--- src/rtl/arq_pkg.sv ---
// Package: shared types and constants for the acknowledged transmit controller.
// Assumes: nothing beyond SystemVerilog 2017.
package arq_pkg;
    typedef enum logic [1:0] {
        ST_IDLE   = 2'd0,
        ST_SEND   = 2'd1,
        ST_AIR    = 2'd2,
        ST_LISTEN = 2'd3
    } arq_state_e;

    localparam int FLAG_NUM   = 2;
    localparam int FLAG_SENT  = 0;
    localparam int FLAG_MAXRT = 1;
endpackage

--- src/rtl/arq_window_timer.sv ---
// Module: measures the acknowledgement listening window.
// Counts prescaled units while run is high; expire pulses in the last cycle
// of unit number 'delay' (window = (delay+1)*TICKS_PER_UNIT cycles).
// Assumes: run drops for at least one cycle between windows (clears count).
module arq_window_timer #(
    parameter int TICKS_PER_UNIT = 4000,
    parameter int DLY_W          = 4
) (
    input  logic             clk,
    input  logic             rst_n,
    input  logic             run,
    input  logic [DLY_W-1:0] delay,
    output logic             expire
);
    localparam int PW = (TICKS_PER_UNIT > 1) ? $clog2(TICKS_PER_UNIT) : 1;
    localparam logic [PW-1:0] PRE_LAST = PW'(TICKS_PER_UNIT - 1);

    logic [PW-1:0]    pre_q;
    logic [DLY_W-1:0] unit_q;

    // Advance the prescaler and unit counter while the window runs.
    always_ff @(posedge clk) begin
        if (!rst_n || !run) begin
            pre_q  <= '0;
            unit_q <= '0;
        end else if (pre_q == PRE_LAST) begin
            pre_q  <= '0;
            unit_q <= unit_q + 1'b1;
        end else begin
            pre_q  <= pre_q + 1'b1;
        end
    end

    // Flag the final cycle of the configured window.
    always_comb begin
        expire = run && (pre_q == PRE_LAST) && (unit_q == delay);
    end
endmodule

--- src/rtl/arq_retry_ctr.sv ---
// Module: per-payload resend counter.
// Counts resends; at_limit is high once the count equals the configured limit.
// Assumes: clear and inc are never requested together.
module arq_retry_ctr #(
    parameter int CNT_W = 4
) (
    input  logic             clk,
    input  logic             rst_n,
    input  logic             clear,
    input  logic             inc,
    input  logic [CNT_W-1:0] limit,
    output logic             at_limit
);
    logic [CNT_W-1:0] cnt_q;

    // Track resends made for the current payload.
    always_ff @(posedge clk) begin
        if (!rst_n || clear) begin
            cnt_q <= '0;
        end else if (inc) begin
            cnt_q <= cnt_q + 1'b1;
        end
    end

    // Compare the count with the configured limit.
    always_comb begin
        at_limit = (cnt_q == limit);
    end
endmodule

--- src/rtl/arq_w1c_flags.sv ---
// Module: bank of write-1-to-clear status flags with an active-low summary.
// A set request wins over a clear request in the same cycle.
// Assumes: set and clr are single-cycle requests.
module arq_w1c_flags #(
    parameter int NUM = 2
) (
    input  logic           clk,
    input  logic           rst_n,
    input  logic [NUM-1:0] set,
    input  logic [NUM-1:0] clr,
    output logic [NUM-1:0] q,
    output logic           any_n
);
    for (genvar i = 0; i < NUM; i++) begin : g_flag
        // Hold one flag until software clears it.
        always_ff @(posedge clk) begin
            if (!rst_n) begin
                q[i] <= 1'b0;
            end else if (set[i]) begin
                q[i] <= 1'b1;
            end else if (clr[i]) begin
                q[i] <= 1'b0;
            end
        end
    end

    // Drive the summary line low while any flag is set.
    always_comb begin
        any_n = ~(|q);
    end
endmodule

--- src/rtl/arq_tx_ctrl.sv ---
// Module: acknowledged transmit retry controller (top).
// Starts a send for the queue head, listens for a matching acknowledgement,
// resends on timeout up to the limit, then raises sent or max-retry flags.
// Assumes: modem_done arrives once per modem_send; head_valid reflects pops
// in the cycle after fifo_pop.
module arq_tx_ctrl
    import arq_pkg::*;
#(
    parameter int ADDR_W         = 40,
    parameter int TICKS_PER_UNIT = 4000,
    parameter int DLY_W          = 4,
    parameter int CNT_W          = 4
) (
    input  logic              clk,
    input  logic              rst_n,
    input  logic              tx_enable,
    input  logic              autoack_en,
    input  logic              head_valid,
    output logic              fifo_pop,
    input  logic [ADDR_W-1:0] tx_addr,
    output logic              modem_send,
    input  logic              modem_done,
    output logic              listen_on,
    input  logic              ack_valid,
    input  logic [ADDR_W-1:0] ack_addr,
    input  logic [DLY_W-1:0]  cfg_retry_delay,
    input  logic [CNT_W-1:0]  cfg_retry_count,
    input  logic              clr_sent,
    input  logic              clr_maxrt,
    output logic              flag_sent,
    output logic              flag_maxrt,
    output logic              irq_n
);
    arq_state_e          state_q, state_d;
    logic                ack_hit, done_noack, win_end, give_up, resend;
    logic                at_limit;
    logic [FLAG_NUM-1:0] flag_set, flag_clr, flag_q;

    // Step the transmit sequence.
    always_ff @(posedge clk) begin
        if (!rst_n) begin
            state_q <= ST_IDLE;
        end else begin
            state_q <= state_d;
        end
    end

    // Decode events of the current cycle.
    always_comb begin
        ack_hit    = (state_q == ST_LISTEN) && ack_valid && (ack_addr == tx_addr);
        done_noack = (state_q == ST_AIR) && modem_done && !autoack_en;
        give_up    = win_end && !ack_hit && at_limit;
        resend     = win_end && !ack_hit && !at_limit;
        fifo_pop   = ack_hit || done_noack;
        modem_send = (state_q == ST_SEND);
        listen_on  = (state_q == ST_LISTEN);
    end

    // Choose the next sequence state.
    always_comb begin
        state_d = state_q;
        unique case (state_q)
            ST_IDLE:   if (tx_enable && head_valid && !flag_q[FLAG_MAXRT]) state_d = ST_SEND;
            ST_SEND:   state_d = ST_AIR;
            ST_AIR:    if (modem_done) state_d = autoack_en ? ST_LISTEN : ST_IDLE;
            ST_LISTEN: begin
                if (ack_hit || give_up) state_d = ST_IDLE;
                else if (resend)        state_d = ST_SEND;
            end
            default:   state_d = ST_IDLE;
        endcase
    end

    arq_window_timer #(
        .TICKS_PER_UNIT(TICKS_PER_UNIT),
        .DLY_W         (DLY_W)
    ) u_timer (
        .clk   (clk),
        .rst_n (rst_n),
        .run   (listen_on),
        .delay (cfg_retry_delay),
        .expire(win_end)
    );

    arq_retry_ctr #(
        .CNT_W(CNT_W)
    ) u_retry (
        .clk     (clk),
        .rst_n   (rst_n),
        .clear   (fifo_pop || give_up),
        .inc     (resend),
        .limit   (cfg_retry_count),
        .at_limit(at_limit)
    );

    // Route flag requests into the flag bank.
    always_comb begin
        flag_set             = '0;
        flag_clr             = '0;
        flag_set[FLAG_SENT]  = fifo_pop;
        flag_set[FLAG_MAXRT] = give_up;
        flag_clr[FLAG_SENT]  = clr_sent;
        flag_clr[FLAG_MAXRT] = clr_maxrt;
        flag_sent            = flag_q[FLAG_SENT];
        flag_maxrt           = flag_q[FLAG_MAXRT];
    end

    arq_w1c_flags #(
        .NUM(FLAG_NUM)
    ) u_flags (
        .clk  (clk),
        .rst_n(rst_n),
        .set  (flag_set),
        .clr  (flag_clr),
        .q    (flag_q),
        .any_n(irq_n)
    );
endmodule

--- config.mk ---
export PLATFORM = sky130hd
export DESIGN_NAME = arq_tx_ctrl
export DESIGN_NICKNAME = d
export VERILOG_FILES = /design/src/rtl/arq_pkg.sv /design/src/rtl/arq_window_timer.sv /design/src/rtl/arq_retry_ctr.sv /design/src/rtl/arq_w1c_flags.sv /design/src/rtl/arq_tx_ctrl.sv
export SDC_FILE = /design/constraint.sdc
export NUM_CORES = 1
export LEC_CHECK = 0
export BUFFER_PORTS_ARGS = -buffer_cell sky130_fd_sc_hd__buf_2
export CORE_ASPECT_RATIO = 0.75
export CORE_MARGIN = 2
export CORE_UTILIZATION = 38
export DETAILED_ROUTE_END_ITERATION = 8
export PLACE_DENSITY = 0.73
export SETUP_SLACK_MARGIN = 0.15
export SLEW_MARGIN = 20
export SYNTH_ARGS = -nofsm -noshare
export SYNTH_HDL_FRONTEND = slang
export SYNTH_SLANG_ARGS = --single-unit
--- constraint.sdc ---
create_clock -name clk -period 2.66 [get_ports clk]
set_clock_uncertainty 0.2 [all_clocks]
set_input_delay 0.266 -clock clk [delete_from_list [all_inputs] [get_ports clk]]
set_output_delay 0.266 -clock clk [all_outputs]
set_load 0.02 [all_outputs]
==> results.json <==
{
  "status": "completed",
  "grt_start_max_net_pins": 15,
  "post_cts_buffers": 0,
  "drt-pass1-iter-count": 4,
  "worst_r2r_path_depth": 6,
  "holdCritStartpoint": "rst_n",
  "detailroute.via_count": 1740,
  "post_route_setup_tns_ns": 0,
  "slowest_delay_ns": 0.50,
  "initial_utilization": 0.3892,
  "groute.usage.overall": 0.1576,
  "drt-initial-drc-count": 87,
  "detail_route.drc_violations": 0,
  "yosys_register_bits": 24,
  "cp.arrival_ns": 1.96,
  "cpMaxStageDelayCell": "sky130_fd_sc_hd__or4_4",
  "clock_net_sink_count": 24,
  "timing.final.setup_violations": 0,
  "cts.path.max_buffers": 2,
  "endpoint_kind": "output pin",
  "synth_top_area_frac": 0.2797,
  "finish.instance_area_um2": 2371,
  "path_clk_slew_ns": 0.09,
  "port_buffers": 102,
  "timing.fmax_ghz": 0.4114,
  "routedWlPerCell_um": 11.78,
  "number_of_pins_exceeding_their_max_slew_limit_in_the_final_report": 0,
  "post_synth_num_cell_types": 39,
  "fp.dieH_um": 62.23,
  "antenna_found_initial": 0,
  "synth.largest_area_cell": "sky130_fd_sc_hd__dfxtp_1",
  "layoutNonFillerInstCount": 365,
  "layout_min_cycle_time_ns": 2.431,
  "grt_first_pass_wirelength_mm": 6.348,
  "avgViaCountPerCell": 4.767,
  "worstHoldPathType": "in2reg",
  "row_count": 21,
  "placeableCoreArea_um2": 4414,
  "die_w_um": 81.64,
  "total_power_mw": 0.8447,
  "synthesis.area_um2": 1718,
  "syn2layout_area_growth_pct": 38.02,
  "io_pins": 103,
  "placed_area_um2": 2300,
  "ir_worst_vdd_v": 0.0002152,
  "grt_remaining_overflow": 0,
  "setup.worst_path.start_class": "input port",
  "worstReg2RegStart": "u_timer.pre_q[0]",
  "crit_chain": "buf_2 -> nor2b_1 -> a2111o_1 -> or4_4 -> nor4_4 -> or2_1 -> buf_2",
  "gpl.final_weighted_congestion": 0.7934,
  "synthCells": 202,
  "finalNetCount": 409,
  "worst_hold_path.endpoint": "u_flags.q[0]",
  "synth_sequential_area_ratio": 0.2797,
  "reg2reg_setup_slack_ns": 0.41,
  "synth_enable_flop_cells": 0,
  "post-place-cells": 361,
  "post_route_cells_drive_above_1_share": 0.3701,
  "grt_setup_unrepaired": "no",
  "timing.final.hold_violations": 0,
  "min_path_cells": 2,
  "path_max_fanout": 2,
  "netlist_top_cells_area": "sky130_fd_sc_hd__dfxtp_1, sky130_fd_sc_hd__xor2_1, sky130_fd_sc_hd__xnor2_1",
  "yosysWarnings": 0,
  "grt_pass1_vias": 1522,
  "power.density_nw_per_um2": 356.3,
  "cts_root_buf": "sky130_fd_sc_hd__clkbuf_8",
  "final.period_utilization": 0.9139,
  "clock_insertion_delay_worst_skew_ns": 0.27,
  "synth_fp_nets": 302,
  "timing.critical_path.required_ns": 2.19,
  "maxCapViolCount": 0,
  "n_antenna_cell": 0,
  "dieArea_um2": 5080,
  "layout_commonest_cell": "sky130_fd_sc_hd__buf_2",
  "drtAntennaViolNets": 0,
  "holdBufCountCts": 0,
  "timing_worst_setup_path_type": "in2out",
  "layout_common_cells": "sky130_fd_sc_hd__buf_2, sky130_fd_sc_hd__xor2_1, sky130_fd_sc_hd__nor2_1, sky130_fd_sc_hd__dfxtp_1, sky130_fd_sc_hd__xnor2_1",
  "cts_inserted_buffers": 3,
  "synthArstFlopShare": 0,
  "synth_area_per_cell_um2": 8.504,
  "dp_hpwl_mm": 3.610,
  "clock_tree_from_tritoncts": "yes",
  "timing.critical_path.mode_cell": "sky130_fd_sc_hd__buf_2",
  "r2r-end": "u_retry.cnt_q[3]",
  "timing.slew.headroom": 0.7421,
  "cts_resized": 0,
  "worst_slew_pin_slew_ns": 0.3840,
  "ctsHtreeMaxLevel": 1,
  "postRouteWirelength_mm": 4.300,
  "synth_top_flop_cell": "sky130_fd_sc_hd__dfxtp_1",
  "p_leak_nw": 1.058
}
[layer usage]
| layer | vias up | GRT usage | wire length, um |
|---|---|---|---|
| li1 | 914 | - | - |
| met1 | 760 | 0.1918 | 1790 |
| met2 | 60 | 0.2664 | 2070 |
| met3 | 6 | 0.04651 | 395 |
| met4 | 0 | 0.04583 | 43 |
| met5 | - | 0 | 0 |
[critical path: cells and delay by family]
kind                   cells  cell delay [ns]
AOI/OAI and AO/OA          1             0.37
buffers and inverters      2             0.26
and+or+nand+nor            4             1.08
[sequential cells by signal, summed over array words and instances (netlist names)]
name and cells:
u_retry.cnt_q 4, u_flags.q 2, u_timer.unit_q 4, u_timer.pre_q 12
state_q 2
[metrics by stage]
step	setup WS, ns	util	hold slack (ns)
after detailed placement	0.2198	0.5210	0.2501
after global placement	0.2135	0.5210	0.2510
after global routing	0.1869	0.5371	0.05128
after floorplan	0.2842	-	0.1939
after CTS	0.2201	0.5371	0.05665
final	0.2291	0.5371	0.05845
[synthesized netlist by cell type (2+ instances only)]
cell / n
sky130_fd_sc_hd__a211oi_1: 4
sky130_fd_sc_hd__xor2_1: 40
sky130_fd_sc_hd__ha_1: 3
sky130_fd_sc_hd__nand2_1: 12
sky130_fd_sc_hd__nand4_1: 11
sky130_fd_sc_hd__nand3_1: 7
sky130_fd_sc_hd__nand3b_1: 2
sky130_fd_sc_hd__xnor2_1: 17
sky130_fd_sc_hd__nor2_1: 24
sky130_fd_sc_hd__and4_1: 2
sky130_fd_sc_hd__o21ai_0: 3
sky130_fd_sc_hd__a21oi_1: 3
sky130_fd_sc_hd__dfxtp_1: 24
sky130_fd_sc_hd__inv_1: 9
sky130_fd_sc_hd__nor3_1: 5
sky130_fd_sc_hd__nor4_1: 8
sky130_fd_sc_hd__nor2b_1: 6
[how the worst max path moves through the flow]
stage	from	end	slack [ns]	cells past startpoint
after CTS	ack_addr[25]	fifo_pop	0.22	7
after detailed placement	ack_addr[25]	fifo_pop	0.22	7
after global placement	ack_addr[25]	fifo_pop	0.21	7
after floorplan	ack_addr[25]	fifo_pop	0.28	5
after global routing	ack_addr[25]	fifo_pop	0.19	7
final	ack_addr[25]	fifo_pop	0.23	7
[power breakdown]
| group | switching [mW] | leakage, nW | internal, mW |
|---|---|---|---|
| combinational | 0.0684 | 0.828 | 0.0925 |
| clock | 0.118 | 0.0357 | 0.201 |
| sequential | 0.00285 | 0.194 | 0.362 |
| total | 0.189 | 1.06 | 0.655 |
[final cells by class]
type,count,area [um^2]
fillers,414,2043
multi-input cells,167,1189
repair buffers,104,525.5
flip-flops and latches,24,480.5
well taps,57,71.32
clock buffers,3,41.29
inverters,9,33.78
clock inverters,1,30.03
[logic make-up after synthesis]
| kind of cell | Yosys count | synth area share |
|---|---|---|
| AO/OA/AOI/OAI | 16 | 0.06410 |
| flip-flops | 24 | 0.2797 |
| buffers and inverters | 11 | 0.02840 |
| multiplexers | 1 | 0.005827 |
| XOR/XNOR | 57 | 0.2906 |
| AND/OR/NAND/NOR | 90 | 0.3096 |
| adder cells (fa/ha/maj) | 3 | 0.02185 |
(Power assumes the default switching activity.)
